## src/rtl/stk_dec_pkg.sv

```systemverilog
package stk_dec_pkg;

  localparam int CLASS_W   = 4;
  localparam int SLOT_OFS_W = 7;

  typedef enum logic [CLASS_W-1:0] {
    OP_IDLE      = 4'd0,
    OP_IMM_NEW   = 4'd1,
    OP_IMM_CHAIN = 4'd2,
    OP_ADD_SP    = 4'd3,
    OP_LOAD_SP   = 4'd4,
    OP_STORE_SP  = 4'd5,
    OP_NATIVE    = 4'd6,
    OP_TRAP      = 4'd7,
    OP_CONFIG    = 4'd8,
    OP_BREAK     = 4'd9,
    OP_ILLEGAL   = 4'd10
  } opClassE;

  // strobes from control to datapath
  typedef struct packed {
    logic immNew;
    logic immChain;
    logic addSp;
    logic loadSp;
    logic storeSp;
    logic trap;
  } decStrobeS;

endpackage

```

## src/rtl/stk_dec_ctrl.sv

```systemverilog
module stk_dec_ctrl
  import stk_dec_pkg::*;
#(
  parameter int DATA_W = 32
) (
  input  logic              clk,
  input  logic              rstN,
  input  logic              opValid,
  input  logic [7:0]        opcode,
  input  logic [DATA_W-1:0] tosIn,
  output opClassE           opClass,
  output decStrobeS         strobe,
  output logic              isBreak,
  output logic              isIllegal,
  output logic              fullSel
);

  localparam logic [7:0] ADD_BASE   = 8'd16;
  localparam logic [7:0] STORE_BASE = 8'd64;
  localparam logic [7:0] LOAD_BASE  = 8'd96;
  localparam logic [7:0] EXT_BASE   = 8'd32;
  localparam logic [7:0] OPC_CFG    = 8'd58;
  localparam logic [7:0] OPC_SYS    = 8'd60;
  // bit (op-32) set: trapped while the reduced set is selected
  localparam logic [31:0] TRAP_MASK =
      (32'd1 << 2)  | (32'd1 << 3)  | (32'd1 << 5)  | (32'd1 << 7)  |
      (32'd1 << 10) | (32'd1 << 11) | (32'd1 << 12) | (32'd1 << 15) |
      (32'd1 << 16) | (32'd1 << 18) | (32'd1 << 21) | (32'd1 << 22) |
      (32'd1 << 23) | (32'd1 << 25);

  logic chainQ;
  logic fullQ;
  logic [4:0] extIdx;

  assign extIdx = opcode[4:0];

  always_comb begin
    opClass = OP_IDLE;
    if (opValid) begin
      if (opcode[7]) begin
        opClass = chainQ ? OP_IMM_CHAIN : OP_IMM_NEW;
      end else if (opcode >= LOAD_BASE) begin
        opClass = OP_LOAD_SP;
      end else if (opcode >= STORE_BASE) begin
        opClass = OP_STORE_SP;
      end else if (opcode >= EXT_BASE) begin
        if (opcode == OPC_CFG) begin
          opClass = OP_CONFIG;
        end else if (opcode == OPC_SYS) begin
          opClass = fullQ ? OP_NATIVE : OP_ILLEGAL;
        end else if (opcode < EXT_BASE + 8'd2) begin
          opClass = OP_ILLEGAL;
        end else if (!fullQ && TRAP_MASK[extIdx]) begin
          opClass = OP_TRAP;
        end else begin
          opClass = OP_NATIVE;
        end
      end else if (opcode >= ADD_BASE) begin
        opClass = OP_ADD_SP;
      end else if (opcode == 8'd0) begin
        opClass = OP_BREAK;
      end else if (opcode == 8'd2 || (opcode >= 8'd4 && opcode <= 8'd13)) begin
        opClass = OP_NATIVE;
      end else begin
        opClass = OP_ILLEGAL;
      end
    end
  end

  always_comb begin
    strobe          = '0;
    strobe.immNew   = (opClass == OP_IMM_NEW);
    strobe.immChain = (opClass == OP_IMM_CHAIN);
    strobe.addSp    = (opClass == OP_ADD_SP);
    strobe.loadSp   = (opClass == OP_LOAD_SP);
    strobe.storeSp  = (opClass == OP_STORE_SP);
    strobe.trap     = (opClass == OP_TRAP);
  end

  assign isBreak   = (opClass == OP_BREAK);
  assign isIllegal = (opClass == OP_ILLEGAL);
  assign fullSel   = fullQ;

  always_ff @(posedge clk or negedge rstN) begin
    if (!rstN) begin
      chainQ <= 1'b0;
      fullQ  <= 1'b1;
    end else if (opValid) begin
      chainQ <= opcode[7];
      if (opClass == OP_CONFIG) begin
        if (tosIn == DATA_W'(1))      fullQ <= 1'b1;
        else if (tosIn == '0)         fullQ <= 1'b0;
      end
    end
  end

  a_r4_chain_hold: assert property (@(posedge clk) disable iff (!rstN)
    !opValid |=> $stable(chainQ));
  a_r1_idle_quiet: assert property (@(posedge clk) disable iff (!rstN)
    !opValid |-> (opClass == OP_IDLE && !isBreak && !isIllegal));
  a_r11_cfg_keep: assert property (@(posedge clk) disable iff (!rstN)
    (opValid && opcode == OPC_CFG && tosIn > DATA_W'(1)) |=> $stable(fullSel));
  a_r7_break_only: assert property (@(posedge clk) disable iff (!rstN)
    (opValid && opcode == 8'd0) |-> (isBreak && !isIllegal));
  a_r3_chain_after_imm: assert property (@(posedge clk) disable iff (!rstN)
    (opValid && opcode[7]) ##1 (opValid && opcode[7]) |-> opClass == OP_IMM_CHAIN);

endmodule

```

## src/rtl/stk_dec_dp.sv

```systemverilog
module stk_dec_dp
  import stk_dec_pkg::*;
#(
  parameter int DATA_W   = 32,
  parameter int ADDR_W   = 16,
  parameter int IMM_BITS = 7,
  parameter int VEC_SIZE = 32,
  parameter int VEC_BASE = 0
) (
  input  logic                  clk,
  input  logic                  rstN,
  input  logic [7:0]            opcode,
  input  logic [DATA_W-1:0]     tosIn,
  input  decStrobeS             strobe,
  output logic [SLOT_OFS_W-1:0] slotOffset,
  output logic [DATA_W-1:0]     immValue,
  output logic [ADDR_W-1:0]     trapAddr
);

  localparam int SLOT_W = SLOT_OFS_W - 2;
  localparam logic [SLOT_W-1:0] SLOT_FLIP = SLOT_W'(16);
  localparam logic [7:0] ADD_BASE   = 8'd16;
  localparam logic [7:0] STORE_BASE = 8'd64;
  localparam logic [7:0] LOAD_BASE  = 8'd96;
  localparam int VEC_SHIFT = $clog2(VEC_SIZE);

  logic [SLOT_W-1:0] slotIdx;
  logic [ADDR_W-1:0] vecIdx;
  logic [DATA_W-1:0] immLow;

  always_comb begin
    slotIdx = '0;
    if (strobe.addSp)        slotIdx = SLOT_W'(opcode - ADD_BASE);
    else if (strobe.loadSp)  slotIdx = SLOT_W'(opcode - LOAD_BASE) ^ SLOT_FLIP;
    else if (strobe.storeSp) slotIdx = SLOT_W'(opcode - STORE_BASE) ^ SLOT_FLIP;
  end

  assign slotOffset = {slotIdx, 2'b00};

  assign immLow = DATA_W'(opcode[IMM_BITS-1:0]);

  always_comb begin
    immValue = '0;
    if (strobe.immNew)
      immValue = {{(DATA_W-IMM_BITS){opcode[IMM_BITS-1]}}, opcode[IMM_BITS-1:0]};
    else if (strobe.immChain)
      immValue = (tosIn << IMM_BITS) | immLow;
  end

  assign vecIdx   = ADDR_W'(opcode) - ADDR_W'(32);
  assign trapAddr = strobe.trap ? (ADDR_W'(VEC_BASE) + (vecIdx * ADDR_W'(VEC_SIZE))) : '0;

  a_r10_trap_aligned: assert property (@(posedge clk) disable iff (!rstN)
    strobe.trap |-> trapAddr[VEC_SHIFT-1:0] == '0);
  a_r2_sign_fill: assert property (@(posedge clk) disable iff (!rstN)
    strobe.immNew |-> (immValue[DATA_W-1:IMM_BITS-1] == '0 ||
                       immValue[DATA_W-1:IMM_BITS-1] == '1));
  a_r12_fields_quiet: assert property (@(posedge clk) disable iff (!rstN)
    (strobe == '0) |-> (slotOffset == '0 && immValue == '0 && trapAddr == '0));

endmodule

```

## src/rtl/stk_op_decode.sv

```systemverilog
module stk_op_decode
  import stk_dec_pkg::*;
#(
  parameter int DATA_W   = 32,
  parameter int ADDR_W   = 16,
  parameter int IMM_BITS = 7,
  parameter int VEC_SIZE = 32,
  parameter int VEC_BASE = 0
) (
  input  logic                  clk,
  input  logic                  rstN,
  input  logic                  opValid,
  input  logic [7:0]            opcode,
  input  logic [DATA_W-1:0]     tosIn,
  output logic [CLASS_W-1:0]    opClass,
  output logic [SLOT_OFS_W-1:0] slotOffset,
  output logic [DATA_W-1:0]     immValue,
  output logic [ADDR_W-1:0]     trapAddr,
  output logic                  isBreak,
  output logic                  isIllegal,
  output logic                  fullSel
);

  opClassE   classE;
  decStrobeS strobe;

  stk_dec_ctrl #(.DATA_W(DATA_W)) uCtrl (
    .clk(clk), .rstN(rstN), .opValid(opValid), .opcode(opcode), .tosIn(tosIn),
    .opClass(classE), .strobe(strobe), .isBreak(isBreak), .isIllegal(isIllegal),
    .fullSel(fullSel)
  );

  stk_dec_dp #(
    .DATA_W(DATA_W), .ADDR_W(ADDR_W), .IMM_BITS(IMM_BITS),
    .VEC_SIZE(VEC_SIZE), .VEC_BASE(VEC_BASE)
  ) uDp (
    .clk(clk), .rstN(rstN), .opcode(opcode), .tosIn(tosIn), .strobe(strobe),
    .slotOffset(slotOffset), .immValue(immValue), .trapAddr(trapAddr)
  );

  assign opClass = classE;

endmodule

```

## config.mk

```make
export PLATFORM = sky130hd
export DESIGN_NAME = stk_op_decode
export DESIGN_NICKNAME = d
export VERILOG_FILES = /design/src/rtl/stk_dec_pkg.sv /design/src/rtl/stk_dec_ctrl.sv /design/src/rtl/stk_dec_dp.sv /design/src/rtl/stk_op_decode.sv
export SDC_FILE = /design/constraint.sdc
export NUM_CORES = 1
export LEC_CHECK = 0
export BUFFER_PORTS_ARGS = -buffer_cell sky130_fd_sc_hd__buf_4
export CORE_MARGIN = 5
export CORE_UTILIZATION = 34
export DETAILED_ROUTE_END_ITERATION = 8
export PLACE_DENSITY = 0.78
export SLEW_MARGIN = 20
export SYNTH_ARGS = -nofsm -noshare
export SYNTH_HDL_FRONTEND = slang
export SYNTH_HIERARCHICAL = 1
export SYNTH_SLANG_ARGS = --single-unit
export TNS_END_PERCENT = 5
```

## constraint.sdc

```tcl
create_clock -name clk -period 2.82 [get_ports clk]
set_clock_uncertainty 0.15 [all_clocks]
set_input_delay 0.282 -clock clk [delete_from_list [all_inputs] [get_ports clk]]
set_output_delay 0.282 -clock clk [all_outputs]
set_load 0.1 [all_outputs]
```

==> impl_metrics.env <==
export IMPL_cpPeakStageDelay_ns=0.35
export IMPL_crit_arrival_ns=2.72
export IMPL_crit_fanout=7
export IMPL_max_freq_ghz=0.317
export IMPL_ys_seq_area_share_pct=4.54
export IMPL_p_leak_nw=1.40
export IMPL_setup_viol=48
export IMPL_period_needed_ns=3.15
export IMPL_numCtsBuffers=3
export IMPL_mostFrequentLayoutCell="buf_4"
export IMPL_grt_usage_pct=24.8
export IMPL_dieArea_sq_um=4580
export IMPL_post_drt_wl_per_cell_um=24.9
export IMPL_crit_type="in -> out"
export IMPL_finalWorstSetupSlack_ns=-0.330
export IMPL_dpl_cell_area_sq_um=2130
export IMPL_drt_total_wl_mm=8.03
export IMPL_cp_start_kind="input port"
export IMPL_required_ns=2.39
export IMPL_layout_nets=325
export IMPL_grt_max_degree=26
export IMPL_powerDensity_nw_per_um2=323
export IMPL_cts_root_buffer_cell="clkbuf_4"
export IMPL_violations="setup timing"
export IMPL_htree_levels=1
export IMPL_grt_overflow=0
export IMPL_status="finished with violations"
export IMPL_drive_above_1_share_pct=73.9
export IMPL_fin_util_pct=88.8
export IMPL_clkLatencyLatePin_ns=0.23
export IMPL_mostFrequentLayoutCells="76 x buf_4, 45 x buf_12, 20 x a21o_2, 10 x and2_4"
export IMPL_std_cell_rows=21
export IMPL_cts_buffer_depth=2
export IMPL_yosysWarnings=6
export IMPL_synth_edf_count=0
export IMPL_place_port_buffers=97
export IMPL_dpl_cell_count=310
export IMPL_end_kind="primary output"
export IMPL_crit_chain="buf_4, inv_4, ha_4, and2_4, o31ai_4, a31oi_1, o31ai_2, a21boi_2, nor4b_4, buf_4, nor2_2, buf_12, nor2b_4, buf_12"
export IMPL_async_flop_share_pct=100
export IMPL_initial_core_util_pct=34.4
export IMPL_synthToLayoutAreaGrowth_pct=158
export IMPL_grt_pass1_vias=1697
export IMPL_rsz0062_at_grt="true"
export IMPL_drc=0
export IMPL_synth_flop_cell="dfstp_2"
export IMPL_vdd_drop_max_uv=302
export IMPL_num_io_pins=105
export IMPL_grt_pass1_wl_mm=8.56
export IMPL_fp_coreArea_sq_um=3280
export IMPL_die_width_um=67.7
export IMPL_hold_violations=0
export IMPL_vias=1912
export IMPL_drt_iter0_drc=177
export IMPL_vias_per_cell=5.94
export IMPL_final_area_sq_um=2920
export IMPL_min_delay_path_class="in -> reg"
export IMPL_avgSynthCellArea_sq_um=7.34
export IMPL_ant_nets=0
export IMPL_place_gp_congestion=0.815
export IMPL_cts_tree="yes"
export IMPL_dpl_worst_slack_ns=-0.426
export IMPL_final_cells=322
export IMPL_place_hpwl_mm=3.75
export IMPL_antenna_cells=0
export IMPL_ys_seq_elements=2
export IMPL_postSynthCellCount=154
export IMPL_die_h_um=67.7
export IMPL_tns_ns=-11.41
export IMPL_netlist_area_sq_um=1130
export IMPL_synth_cell_types=51
export IMPL_grt_antenna_before_repair=0
export IMPL_slowest_stage="o31ai_2"
export IMPL_cts_sinks=2
export IMPL_drt_pass1_iter_count=5
export IMPL_final_period_utilization_pct=112
export IMPL_slew_violations=0
export IMPL_cap_violations=0
export IMPL_clk_pin_slew_ns=0.04
-- metrics by stage --
step                      total power (W)  hold WS [ns]
after detailed placement         0.000673       -0.0843
after floorplan                  0.000517        -0.164
after CTS                        0.000860         0.146
after global routing             0.000964         0.164
after global placement           0.000668       -0.0855
final                            0.000942         0.155
-- final cells by class --
cell class	count	area, sq um
fill	135	368
multi-input combinational	134	1190
inverter	8	35.0
sequential	2	55.1
clock buffer	4	26.3
tap	46	57.6
timing repair buffer	128	1550
-- metal layers --
layer	part of all wire, %	global-route usage, %
met1	31	24.1
met2	53	51.6
met3	8.9	3.99
met4	7.8	7.34
met5	0	0
-- where the power goes --
part           switching [W]  internal [W]
Sequential        0.00000191     0.0000303
Combinational       0.000538      0.000299
Clock              0.0000209     0.0000529
-- path summary, 6_finish.rpt --
kind / from / endpoint / slack [ns] / cells past startpoint
setup / recovery: opcode[1] / immValue[4] / -0.33 / 14
hold / removal: tosIn[0] / uCtrl/fullSel / 0.16 / 2
setup reg to reg: uCtrl/chainQ / uCtrl/fullSel / 0.66 / 7
hold reg to reg: uCtrl/chainQ / uCtrl/chainQ / 0.48 / 1
max in group asynchronous: rstN / uCtrl/fullSel / 2.09 / 2
min in group asynchronous: rstN / uCtrl/chainQ / 0.25 / 2
-- what timing repair did --
item / 4_1_cts / 5_1_grt
pin swaps: 4 / 4
gates cloned: 2 / 1
setup endpoints to repair: 43 / 48
hold endpoints to repair: 2 / 0
hold buffers: 1 / 0
gates resized for setup: 110 / 58
buffers inserted: 3 / 1
-- state kept, by name, indices dropped and copies added (netlist names) --
signal	count
uCtrl/fullSel	1
uCtrl/chainQ	1
-- synthesized netlist by cell type, types with 2 or more instances --
master	n	share of area [%]
buf_2	3	1.3
nand3b_1	2	1.3
nor4_1	7	3.9
nand2b_1	2	1.1
and3_1	2	1.1
a21o_2	5	3.9
nand4_1	3	1.7
or4b_1	2	1.8
o21bai_1	2	1.3
a311oi_1	2	1.5
ha_1	5	5.5
buf_4	9	6.0
o21a_1	2	1.3
nor2b_1	14	7.7
and2_1	8	4.4
buf_6	5	5.0
nor3_2	2	1.8
a21o_1	20	13
a21oi_1	2	0.88
o21ai_0	2	0.88
nand2_1	4	1.3
nand3_1	3	1.3
inv_1	7	2.3
nor2_1	11	3.7
o31ai_1	2	1.3
buf_8	2	2.7
o211ai_1	2	1.3
-- kinds of logic (layout without fill, tap and decap cells) --
| group | count (synthesis) | count (layout) | synth area share, % |
|---|---|---|---|
| and+or+nand+nor | 71 | 74 | 39.3 |
| AOI/OAI and AO/OA | 44 | 44 | 29.1 |
| buffers and inverters | 27 | 140 | 17.6 |
| adders and majority gates | 5 | 5 | 5.53 |
| muxes | 3 | 3 | 2.88 |
| DFF | 2 | 2 | 4.54 |
| other | 1 | 7 | 0.332 |
| xor gates and xnor gates | 1 | 1 | 0.774 |
-- critical path, delay by kind of cell --
| kind | cells | cell delay [ns] |
|---|---|---|
| AOI/OAI and AO/OA | 4 | 0.80 |
| buffers and inverters | 5 | 0.73 |
| adders and majority gates | 1 | 0.19 |
| and+or+nand+nor | 4 | 0.69 |
No activity file was read; power rests on OpenSTA's default activity.
